==> src/rtl/winaddr_pkg.sv <==
package winaddr_pkg;
    typedef enum logic [1:0] {
        ST_IDLE    = 2'd0,
        ST_ADVANCE = 2'd1,
        ST_XFER    = 2'd2
    } wa_state_e;
endpackage

==> src/rtl/winaddr_lines.sv <==
// Line base register, line countdown and per-line end address.
module winaddr_lines #(
    parameter int AW = 24,
    parameter int BW = 13,
    parameter int NW = 16
) (
    input  logic          clk,
    input  logic          rst_n,
    input  logic          load,
    input  logic          advance,
    input  logic [AW-1:0] cfg_base,
    input  logic [BW-1:0] cfg_bytes_m1,
    input  logic [BW-1:0] cfg_stride_m1,
    input  logic [NW-1:0] cfg_lines_m1,
    output logic [AW-1:0] line_base,
    output logic [AW-1:0] line_end,
    output logic          last_line
);
    logic [AW-1:0] base_q;
    logic [BW-1:0] bytes_q;
    logic [BW-1:0] stride_q;
    logic [NW-1:0] left_q;

    always_ff @(posedge clk or negedge rst_n) begin
        if (!rst_n) begin
            base_q   <= '0;
            bytes_q  <= '0;
            stride_q <= '0;
            left_q   <= '0;
        end else if (load) begin
            base_q   <= cfg_base;
            bytes_q  <= cfg_bytes_m1;
            stride_q <= cfg_stride_m1;
            left_q   <= cfg_lines_m1;
        end else if (advance) begin
            // next line is measured from the old line base, not the pointer
            base_q <= base_q + AW'(stride_q) + AW'(1);
            left_q <= left_q - NW'(1);
        end
    end

    assign line_base = base_q;
    assign line_end  = base_q + AW'(bytes_q);
    assign last_line = (left_q == '0);

    a_r6_no_extra_line: assert property (@(posedge clk) disable iff (!rst_n)
        advance |-> !last_line)
        else $error("line step past the final line");
endmodule

==> src/rtl/winaddr_strobe.sv <==
// Byte strobes and end-of-line detection for the current beat.
module winaddr_strobe #(
    parameter int AW = 24
) (
    input  logic [AW-1:0] ptr,
    input  logic [AW-1:0] line_base,
    input  logic [AW-1:0] line_end,
    input  logic          wide,
    output logic          lo_en,
    output logic          hi_en,
    output logic          line_done
);
    logic [AW-1:0] base_even;
    assign base_even = {line_base[AW-1:1], 1'b0};

    always_comb begin
        if (wide) begin
            lo_en     = !(line_base[0] && (ptr == base_even));
            hi_en     = (ptr != line_end);
            line_done = (ptr[AW-1:1] == line_end[AW-1:1]);
        end else begin
            lo_en     = 1'b1;
            hi_en     = 1'b0;
            line_done = (ptr == line_end);
        end
    end
endmodule

==> src/rtl/winaddr_gen.sv <==
module winaddr_gen
    import winaddr_pkg::*;
#(
    parameter int AW = 24,
    parameter int BW = 13,
    parameter int NW = 16
) (
    input  logic          clk,
    input  logic          rst_n,
    input  logic          start,
    input  logic [AW-1:0] cfg_base,
    input  logic [BW-1:0] cfg_bytes_m1,
    input  logic [BW-1:0] cfg_stride_m1,
    input  logic [NW-1:0] cfg_lines_m1,
    input  logic          cfg_wide,
    input  logic          irq_clr,
    input  logic          mem_rdy,
    output logic          mem_req,
    output logic [AW-1:0] mem_addr,
    output logic          mem_lo_en,
    output logic          mem_hi_en,
    output logic          busy,
    output logic          irq
);
    localparam logic [AW-1:0] STEP_NARROW = AW'(1);
    localparam logic [AW-1:0] STEP_WIDE   = AW'(2);

    wa_state_e     state_q, state_d;
    logic [AW-1:0] ptr_q;
    logic          wide_q;
    logic          irq_q;

    logic [AW-1:0] line_base, line_end;
    logic          last_line, line_done, lo_en, hi_en;
    logic          accept, do_load, do_advance, finish;

    assign accept     = (state_q == ST_XFER) && mem_rdy;
    assign do_load    = (state_q == ST_IDLE) && start;
    assign do_advance = accept && line_done && !last_line;
    assign finish     = accept && line_done && last_line;

    winaddr_lines #(.AW(AW), .BW(BW), .NW(NW)) u_lines (
        .clk          (clk),
        .rst_n        (rst_n),
        .load         (do_load),
        .advance      (do_advance),
        .cfg_base     (cfg_base),
        .cfg_bytes_m1 (cfg_bytes_m1),
        .cfg_stride_m1(cfg_stride_m1),
        .cfg_lines_m1 (cfg_lines_m1),
        .line_base    (line_base),
        .line_end     (line_end),
        .last_line    (last_line)
    );

    winaddr_strobe #(.AW(AW)) u_strobe (
        .ptr      (ptr_q),
        .line_base(line_base),
        .line_end (line_end),
        .wide     (wide_q),
        .lo_en    (lo_en),
        .hi_en    (hi_en),
        .line_done(line_done)
    );

    // state register
    always_ff @(posedge clk or negedge rst_n) begin
        if (!rst_n) state_q <= ST_IDLE;
        else        state_q <= state_d;
    end

    // transitions
    always_comb begin
        state_d = state_q;
        unique case (state_q)
            ST_IDLE:    if (start) state_d = ST_ADVANCE;
            ST_ADVANCE: state_d = ST_XFER;
            ST_XFER: begin
                if (finish)          state_d = ST_IDLE;
                else if (do_advance) state_d = ST_ADVANCE;
            end
            default:    state_d = ST_IDLE;
        endcase
    end

    // pointer, bus width and completion flag
    always_ff @(posedge clk or negedge rst_n) begin
        if (!rst_n) begin
            ptr_q  <= '0;
            wide_q <= 1'b0;
            irq_q  <= 1'b0;
        end else begin
            if (do_load) wide_q <= cfg_wide;
            if (state_q == ST_ADVANCE)
                ptr_q <= wide_q ? {line_base[AW-1:1], 1'b0} : line_base;
            else if (accept && !line_done)
                ptr_q <= ptr_q + (wide_q ? STEP_WIDE : STEP_NARROW);
            if (finish)       irq_q <= 1'b1;
            else if (irq_clr) irq_q <= 1'b0;
        end
    end

    // outputs
    always_comb begin
        mem_req   = (state_q == ST_XFER);
        mem_addr  = ptr_q;
        mem_lo_en = mem_req && lo_en;
        mem_hi_en = mem_req && hi_en;
        busy      = (state_q != ST_IDLE);
        irq       = irq_q;
    end

    a_r9_hold: assert property (@(posedge clk) disable iff (!rst_n)
        mem_req && !mem_rdy |=> mem_req && $stable(mem_addr)
                                && $stable(mem_lo_en) && $stable(mem_hi_en))
        else $error("beat changed before acceptance");

    a_r10_strobe: assert property (@(posedge clk) disable iff (!rst_n)
        mem_req |-> (mem_lo_en || mem_hi_en))
        else $error("beat without byte strobe");

    a_r3_narrow_lo_only: assert property (@(posedge clk) disable iff (!rst_n)
        mem_req && !wide_q |-> mem_lo_en && !mem_hi_en)
        else $error("upper strobe on 8-bit bus");

    a_r4_even_addr: assert property (@(posedge clk) disable iff (!rst_n)
        mem_req && wide_q |-> !mem_addr[0])
        else $error("odd address on 16-bit bus");

    a_r7_irq_hold: assert property (@(posedge clk) disable iff (!rst_n)
        irq && !irq_clr |=> irq)
        else $error("completion flag dropped without clear");

    a_r8_width_locked: assert property (@(posedge clk) disable iff (!rst_n)
        busy && state_q != ST_IDLE |=> $stable(wide_q))
        else $error("bus width changed during a walk");
endmodule

==> config.mk <==
export PLATFORM = sky130hd
export DESIGN_NAME = winaddr_gen
export DESIGN_NICKNAME = d
export VERILOG_FILES = /design/src/rtl/winaddr_pkg.sv /design/src/rtl/winaddr_lines.sv /design/src/rtl/winaddr_strobe.sv /design/src/rtl/winaddr_gen.sv
export SDC_FILE = /design/constraint.sdc
export NUM_CORES = 1
export LEC_CHECK = 0
export ABC_AREA = 1
export BUFFER_PORTS_ARGS = -buffer_cell sky130_fd_sc_hd__clkbuf_2
export CORE_UTILIZATION = 35
export CTS_CLUSTER_SIZE = 40
export DETAILED_ROUTE_END_ITERATION = 7
export PLACE_DENSITY = 0.61
export REMOVE_ABC_BUFFERS = 1
export SETUP_SLACK_MARGIN = 0.4
export SKIP_LAST_GASP = 1
export SLEW_MARGIN = 25
export SYNTH_ARGS = -nofsm -noshare
export SYNTH_HDL_FRONTEND = slang
export SYNTH_SLANG_ARGS = --single-unit
==> constraint.sdc <==
create_clock -name clk -period 3 [get_ports clk]
set_input_delay 0.3 -clock clk [delete_from_list [all_inputs] [get_ports clk]]
set_output_delay 0.3 -clock clk [all_outputs]
set_load 0.005 [all_outputs]
==> results of run 1 <==
[worst paths after layout]
kind                       cells after the start                          endpoint                              from
min in group asynchronous                      2    u_lines.bytes_q[6]$_DFFE_PN0P_                             rst_n
max reg2reg                                   18  u_lines.line_base[4]$_DFFE_PN0P_  u_lines.line_base[0]$_DFFE_PN0P_
max                                           17                         mem_hi_en  u_lines.line_base[0]$_DFFE_PN0P_
min                                            3   u_lines.bytes_q[12]$_DFFE_PN0P_                  cfg_bytes_m1[12]
min reg2reg                                    2   u_lines.stride_q[9]$_DFFE_PN0P_   u_lines.stride_q[9]$_DFFE_PN0P_
max in group asynchronous                      3          mem_addr[20]$_DFFE_PN0P_                             rst_n
[cell type report]
type	count	area share, %
inverters	124	5.04
repair buffers	151	12.1
well taps	275	3.67
flip-flops and latches	94	25.1
multi-input cells	908	50.6
repair inverters	2	0.293
clock inverters	3	0.480
clock buffers	11	2.69
[critical path: stages (launching register included)]
cell and delay, ps:
dfrtp_1 400, ha_2 200, fa_2 380, nand2_2 80, nand3b_1 120, nand3_2 110
nand2_2 110, buf_4 110, nand3_1 60, nand2_1 80, inv_1 40, nand2_1 60
nor2_2 40, nand2_1 70, nor2_2 50, a211oi_2 200, buf_4 160, clkbuf_2 100
[metrics by stage]
| step | hold slack [ps] | utilization, % | instance area [um2] | TNS [ps] | instances |
|---|---|---|---|---|---|
| 2_1_floorplan | 4.41 | - | 7350 | -41900 | 1126 |
| 3_3_place_gp | 365 | 40.0 | 8480 | 0 | 1531 |
| 3_5_place_dp | 365 | 40.0 | 8480 | 0 | 1531 |
| 4_1_cts | 125 | 43.0 | 9110 | -30.6 | 1559 |
| 5_1_grt | 137 | 44.2 | 9390 | -10510 | 1568 |
| 6_report | 134 | 44.2 | 9390 | -205 | 1568 |
[state kept, by name (all words and copies together), names as in the netlist]
register and flops:
state_q 2, mem_addr 24, u_lines.bytes_q 13, u_lines.line_base 24, irq 1, wide_q 1, u_lines.left_q 16, u_lines.stride_q 13
[cells by family after synthesis]
family	share of synthesized area (%)
xor+xnor	7.78
fa+ha+maj	5.54
simple gates	38.1
buf+inv	9.78
flops	30.8
compound gates	7.95
[what timing repair did]
| item | 4_1_cts | 5_1_grt |
|---|---|---|
| gates cloned | 6 | 6 |
| endpoints found under the setup margin | 69 | 69 |
| pin swaps | 9 | 12 |
| gates resized for setup | 37 | 27 |
| endpoints found under the hold margin | 40 | 0 |
| buffers inserted | 7 | 3 |
| hold buffers | 1 | 0 |
[layer usage]
metal	vias to the layer above	global-route usage, %	share of wire, %
met1	3528	27.5	46
met4	0	7.83	2.4
li1	3938	-	-
met2	186	35.5	47
met3	35	2.10	4.5
met5	-	0	0
[power by group through the flow]
stage	Combinational (W)	Sequential, W	Clock (W)
final	0.00642	0.00255	0.00121
after global routing	0.00724	0.00265	0.00126
after detailed placement	0.00560	0.00254	0
after global placement	0.00553	0.00253	0
after CTS	0.00613	0.00253	0.00123
after floorplan	0.00410	0.00238	0
[cell usage in the layout, fill, tap and decap left out, drive strengths merged, types with 2 or more instances in the layout]
cell type,synthesis,final
and3,2,2
clkbuf,29,114
o22ai,2,2
a21o,2,2
clkinvlp,0,2
nand3b,7,7
inv,124,126
o21ai,58,58
nand3,91,91
a21oi,38,38
fa,3,3
buf,25,46
ha,29,29
nor2,105,105
or2,4,4
nor3,11,11
a31oi,5,5
nor4,6,6
o31ai,3,3
xor2,42,42
nand4,13,13
xnor2,25,25
dfrtp,94,94
nand2,454,454
nor3b,3,3
==> metrics.md, run 1 <==
| Metric | Value |
|---|---|
| H-tree depth | `3` |
| Core footprint | `21,200 um2` |
| CP Max Fanout | `3` |
| # DRC | `0` |
| LEAKAGE | `4.97 nW` |
| Antenna-violating nets left | `0` |
| Synthesis-stage register bit count | `between 90 and 100` |
| Drt pass-1 iters | `5` |
| Maxcap violations | `0` |
| Drt total wl | `23.3 mm` |
| Synth Flop Type | `dfrtp_1` |
| Bufs on Longest Clock Path | `2` |
| Synth cell count leaders | `447 x nand2_1, 120 x inv_1, 101 x nor2_1, 94 x dfrtp_1, 87 x nand3_1` |
| Hpwl dp | `~16 mm` |
| Gp weighted congestion | `0.885` |
| Initial antenna violation count | `0` |
| Worst Tran Pin Value | `634 ps` |
| Clk_skew | `6.98 ps` |
| Seq/Total Area, Yosys | `30.8%` |
| GR Util All Layers | `approximately a fifth` |
| Clock Sinks | `94` |
| Crit. End Element | `output port` |
| Synth area leaders | `dfrtp_1 31%, nand2_1 22%, inv_1 5.9%` |
| Total Power | `0.0102 W` |
| CP Class | `flop to output port` |
| Row Count | `53` |
| First-pass GRT wire length | `36.5 mm` |
| Initial Utilization | `36.0%` |
| Number of DRC markers in iteration 0 | `391` |
| Antenna diode count | `0` |
| Final worst path period need | `3030 ps` |
| GRT Residual Overflow | `0` |
| Worst Slack Setup Final | `-29.2 ps` |
| Violated checks | `setup timing` |
| Share of layout cells above drive strength 1 | `~18%` |
| Worst-Skew Late Latency | `360 ps` |
| Synth cell types | `43` |
| Area growth, synth to finish | `22.9%` |
| Clk pwr share | `11.9%` |
| Yosys warns | `0` |
| Hold Vio Cnt, Final | `0` |
| Unrepaired setup endpoints after global routing | `true` |
| Worst Setup Start Kind | `flop` |
| Internal power | `approximately 0.0052 W` |
| Sequential share of power | `25.1%` |
| Syn avg cell area | `6.47 um2` |
| Mapped Cells | `about 1,200` |
| Vias in the first global route | `7,201` |
| Hold Path Class | `primary input to flop` |
| Critical Path AT | `between 2000 and 3000 ps` |
| Sw Pwr | `0.00501 W` |
| Root buffer cell | `clkbuf_16` |
| Fin crit share | `101%` |
| Combinational share of power | `63.0%` |
| Fin. max-slew vios | `0` |
| Synth area leader | `dfrtp_1` |
| Maximum vdd ir drop | `roughly 0.46 mV` |
| Reg area | `2360 um2` |
| Reg2Reg Setup Slack | `-20 ps` |
| CTS Buf Count | `9` |
| Mapped Area | `7630 um2` |
| Final setup viols | `17` |
| CTS tree | `done` |
| Status | `complete, but fails checks` |
| Slew Limit Headroom | `~58%` |
| Port Buffers | `100` |
| Net Sw Frac | `between 40% and 50%` |
| Filler cells | `2,182` |
| Chip width | `150 um` |
| CTS clock-pin slew for the worst setup and hold paths | `70 ps` |
| Nets | `roughly 1,400` |
| Boundary Pins | `between 100 and 150` |
| Vias per cell | `4.90` |
| Largest net degree at the start of global routing | `80` |
| Average wire per standard cell | `14.8 um` |
| Post-synth EDFFs | `0` |
| Die area | `22,400 um2` |
| Via count | `just under 8,000` |
| Most common cell in the netlist | `nand2_1` |
| Share of synthesized flip-flops with an asynchronous set or reset | `100%` |
| Yosys top cell area share | `between 30 and 40%` |
| Achievable clock frequency | `0.330 GHz` |
| Die Ht | `150 um` |
| Power per cell area | `1090 nW/um2` |
| Pre-CTS setup slack | `29.6 ps` |
| Multi-input combinational cell area | `approximately 4700 um2` |
| CP required | `between 2000 and 3000 ps` |
No activity file was read; power rests on OpenSTA's default activity.
==> run 2, diff against run 1 <==
--- a/config.mk
+++ b/config.mk
@@ -6,11 +6,12 @@
 export NUM_CORES = 1
 export LEC_CHECK = 0
 export ABC_AREA = 1
+export ABC_CLOCK_PERIOD_IN_PS = 3000
 export BUFFER_PORTS_ARGS = -buffer_cell sky130_fd_sc_hd__clkbuf_2
 export CORE_UTILIZATION = 35
 export CTS_CLUSTER_SIZE = 40
 export DETAILED_ROUTE_END_ITERATION = 7
-export PLACE_DENSITY = 0.61
+export PLACE_DENSITY_LB_ADDON = 0.1
 export REMOVE_ABC_BUFFERS = 1
 export SETUP_SLACK_MARGIN = 0.4
 export SKIP_LAST_GASP = 1
==> run 2 against run 1 <==
Effect of this change: the flow still finishes with violations (setup timing); die area unchanged; fmax about the same; flip-flop and latch count unchanged; design area rose by 4.2%; critical path depth shrank 2; clock skew is 7.1 ps higher; core utilization up 1.9 points; clock power down 5%; power rose by 2.5%; non-clock buffer count rose by 21; sequential power barely moved; critical path type unchanged; largest cell class unchanged.
==> metrics.md, run 2 (synthesis results as in run 1) <==
| Metric | Value |
|---|---|
| Status | `complete, but fails checks` |
| Violated checks | `setup timing` |
| Share of layout cells above drive strength 1 | `21.5% (+3.5 points)` |
| Boundary Pins | `101 (unchanged)` |
| Chip width | `150 um (unchanged)` |
| Slew Limit Headroom | `35.4% (-22 points)` |
| LEAKAGE | `5.14 nW (+3.5%)` |
| Hold Vio Cnt, Final | `0 (unchanged)` |
| CP Class | `flop to output port` |
| Nets | `1,413 (+1.4%)` |
| First-pass GRT wire length | `38.5 mm (+5.4%)` |
| Reg2Reg Setup Slack | `-10 ps (about the same)` |
| CP required | `2700 ps (about the same)` |
| Area growth, synth to finish | `28.1%` |
| Via count | `7,655 (-0.42%)` |
| Clock Sinks | `94 (unchanged)` |
| Maxcap violations | `0 (unchanged)` |
| Maximum vdd ir drop | `0.367 mV (-20%)` |
| Commonest non-fill, non-tap cell in the layout | `nand2_1` |
| Achievable clock frequency | `0.330 GHz (about the same)` |
| Vias in the first global route | `7,150 (-0.71%)` |
| Final setup viols | `8 (-9)` |
| Power per cell area | `1070 nW/um2 (-1.6%)` |
| Most frequent cells in the layout | `436 x nand2_1, 117 x inv_1, 99 x clkbuf_2` |
| Bufs on Longest Clock Path | `2 (unchanged)` |
| GRT Residual Overflow | `0 (unchanged)` |
| Clk_skew | `14.0 ps (+7.06 ps)` |
| WHS Endpoint | `u_lines.bytes_q[2]$_DFFE_PN0P_` |
| CTS tree | `done` |
| CTS clock-pin slew for the worst setup and hold paths | `70 ps (about the same)` |
| Fin crit share | `101% (about the same)` |
| Drt pass-1 iters | `5 (unchanged)` |
| Vias per cell | `4.82 (-1.7%)` |
| Fin. max-slew vios | `0 (unchanged)` |
| Final worst path period need | `3030 ps (+0.887 ps)` |
| Largest net degree at the start of global routing | `93 (+16%)` |
| Core footprint | `21,200 um2 (unchanged)` |
| Worst Setup Start Kind | `flop` |
| CP Max Fanout | `3 (unchanged)` |
| H-tree depth | `3 (unchanged)` |
| Hpwl dp | `16.7 mm (+3.7%)` |
| Average wire per standard cell | `15.6 um (+5.0%)` |
| RR Endpoint | `u_lines.line_base[5]$_DFFE_PN0P_` |
| Sum Neg Setup Slack | `-59.9 ps (+145 ps)` |
| Number of DRC markers in iteration 0 | `476 (+22%)` |
| Unrepaired setup endpoints after global routing | `true` |
| Die Ht | `150 um (unchanged)` |
| Antenna diode count | `0 (unchanged)` |
| Antenna-violating nets left | `0 (unchanged)` |
| Hold depth | `3 (unchanged)` |
| Port Buffers | `100 (unchanged)` |
| Die area | `22,400 um2 (unchanged)` |
| Fin cells | `1,589 (+1.3%)` |
| Placed Cells | `1,534 (+0.20%)` |
| GR Util All Layers | `22.4% (+1.5 points)` |
| FF-to-FF Start | `u_lines.bytes_q[0]$_DFFE_PN0P_` |
| Gp weighted congestion | `0.903 (+2.0%)` |
| Worst-Skew Late Latency | `370 ps (about the same)` |
| Critical Path AT | `2730 ps (about the same)` |
| Initial antenna violation count | `0 (unchanged)` |
| Root buffer cell | `clkbuf_16` |
| Crit. End Element | `output port` |
| # DRC | `0 (unchanged)` |
| Worst Slack Setup Final | `-30.1 ps (-0.887 ps)` |
| Row Count | `53 (unchanged)` |
| Initial Utilization | `36.0% (unchanged)` |
| Hold wc startpoint | `cfg_bytes_m1[2]` |
| Hold Path Class | `primary input to flop` |
| Worst Tran Pin Value | `968 ps (+334 ps)` |
| CTS Buf Count | `9 (unchanged)` |
| Path depth of the worst reg2reg path | `19 (+1)` |
| Drt total wl | `24.8 mm (+6.4%)` |
run 2: cell types whose count changed in the layout (fill, tap and decap cells not counted), moves of 5 or more:
| cell | delta |
|---|---|
| nand2_2 | +5 |
| nand2_1 | -5 |
| ha_1 | -5 |
| nand3_2 | +6 |
| nor2_2 | +5 |
| nand3_1 | -5 |
| buf_4 | +8 |
| nor2_1 | -5 |
run 2: timing repair:
action                                  in CTS  in global routing
resized for setup                           43                 48
buffers inserted                            10                 13
endpoints found under the setup margin      69                 69
pin swaps                                    9                 18
hold buffers                                 1                  0
cloned                                       8                  7
endpoints found under the hold margin       36                  0
run 2: where the power goes:
part	internal, W	switching, W
logic	0.00288	0.00387
clock network	0.000612	0.000543
registers	0.00182	0.000716
run 2: worst max-delay path, cell delays in order, from the launching register on:
cell	delay (ps)
dfrtp_1	390
ha_2	200
fa_2	370
nand3_2	90
buf_4	120
nor2_1	40
nand2_1	60
nand3_2	80
xor2_2	150
nand2_1	90
nor2_1	50
nand2_1	100
nor2_4	70
a211oi_2	290
buf_4	160
clkbuf_2	100
run 2: worst max-delay path by stage:
stage,start,endpoint,slack [ps]
2_1_floorplan,state_q[0]$_DFFE_PN0P_,u_lines.line_base[15]$_DFFE_PN0P_,-780
3_3_place_gp,u_lines.line_base[0]$_DFFE_PN0P_,u_lines.line_base[20]$_DFFE_PN0P_,20
3_5_place_dp,u_lines.line_base[0]$_DFFE_PN0P_,u_lines.line_base[20]$_DFFE_PN0P_,20
4_1_cts,u_lines.bytes_q[0]$_DFFE_PN0P_,mem_hi_en,-50
5_1_grt,u_lines.line_base[2]$_DFFE_PN0P_,u_lines.left_q[3]$_DFFE_PN0P_,-190
6_report,u_lines.bytes_q[0]$_DFFE_PN0P_,mem_hi_en,-30
run 2: metrics by stage:
| step | hold WS [ps] | instance area (um2) | setup WS, ps | utilization [%] | total power [W] |
|---|---|---|---|---|---|
| floorplan | 4.41 | 7350 | -783 | - | 0.00649 |
| detailed placement | 360 | 8530 | 20.2 | 40.2 | 0.00831 |
| global route | 124 | 9780 | -186 | 46.1 | 0.0115 |
| CTS | 121 | 9340 | -46.3 | 44.0 | 0.0100 |
| finish | 122 | 9780 | -30.1 | 46.1 | 0.0104 |
| global placement | 362 | 8530 | 23.9 | 40.2 | 0.00829 |
run 2: metal layers:
metal,part of all wire (%),vias up,track usage (%)
met5,0,-,0
met4,1.8,0,6.36
met3,3.9,21,2.29
met2,46,143,36.3
met1,48,3524,31.5
li1,-,3967,-
run 2: layout make-up:
class	instances	area, um2
Inverter	124	470
Fill cell	2237	11400
Timing Repair Buffer	172	1470
Clock inverter	4	30.0
Sequential cell	94	2360
Multi-Input combinational cell	908	4850
Tap cell	275	344
Clock buffer	12	256
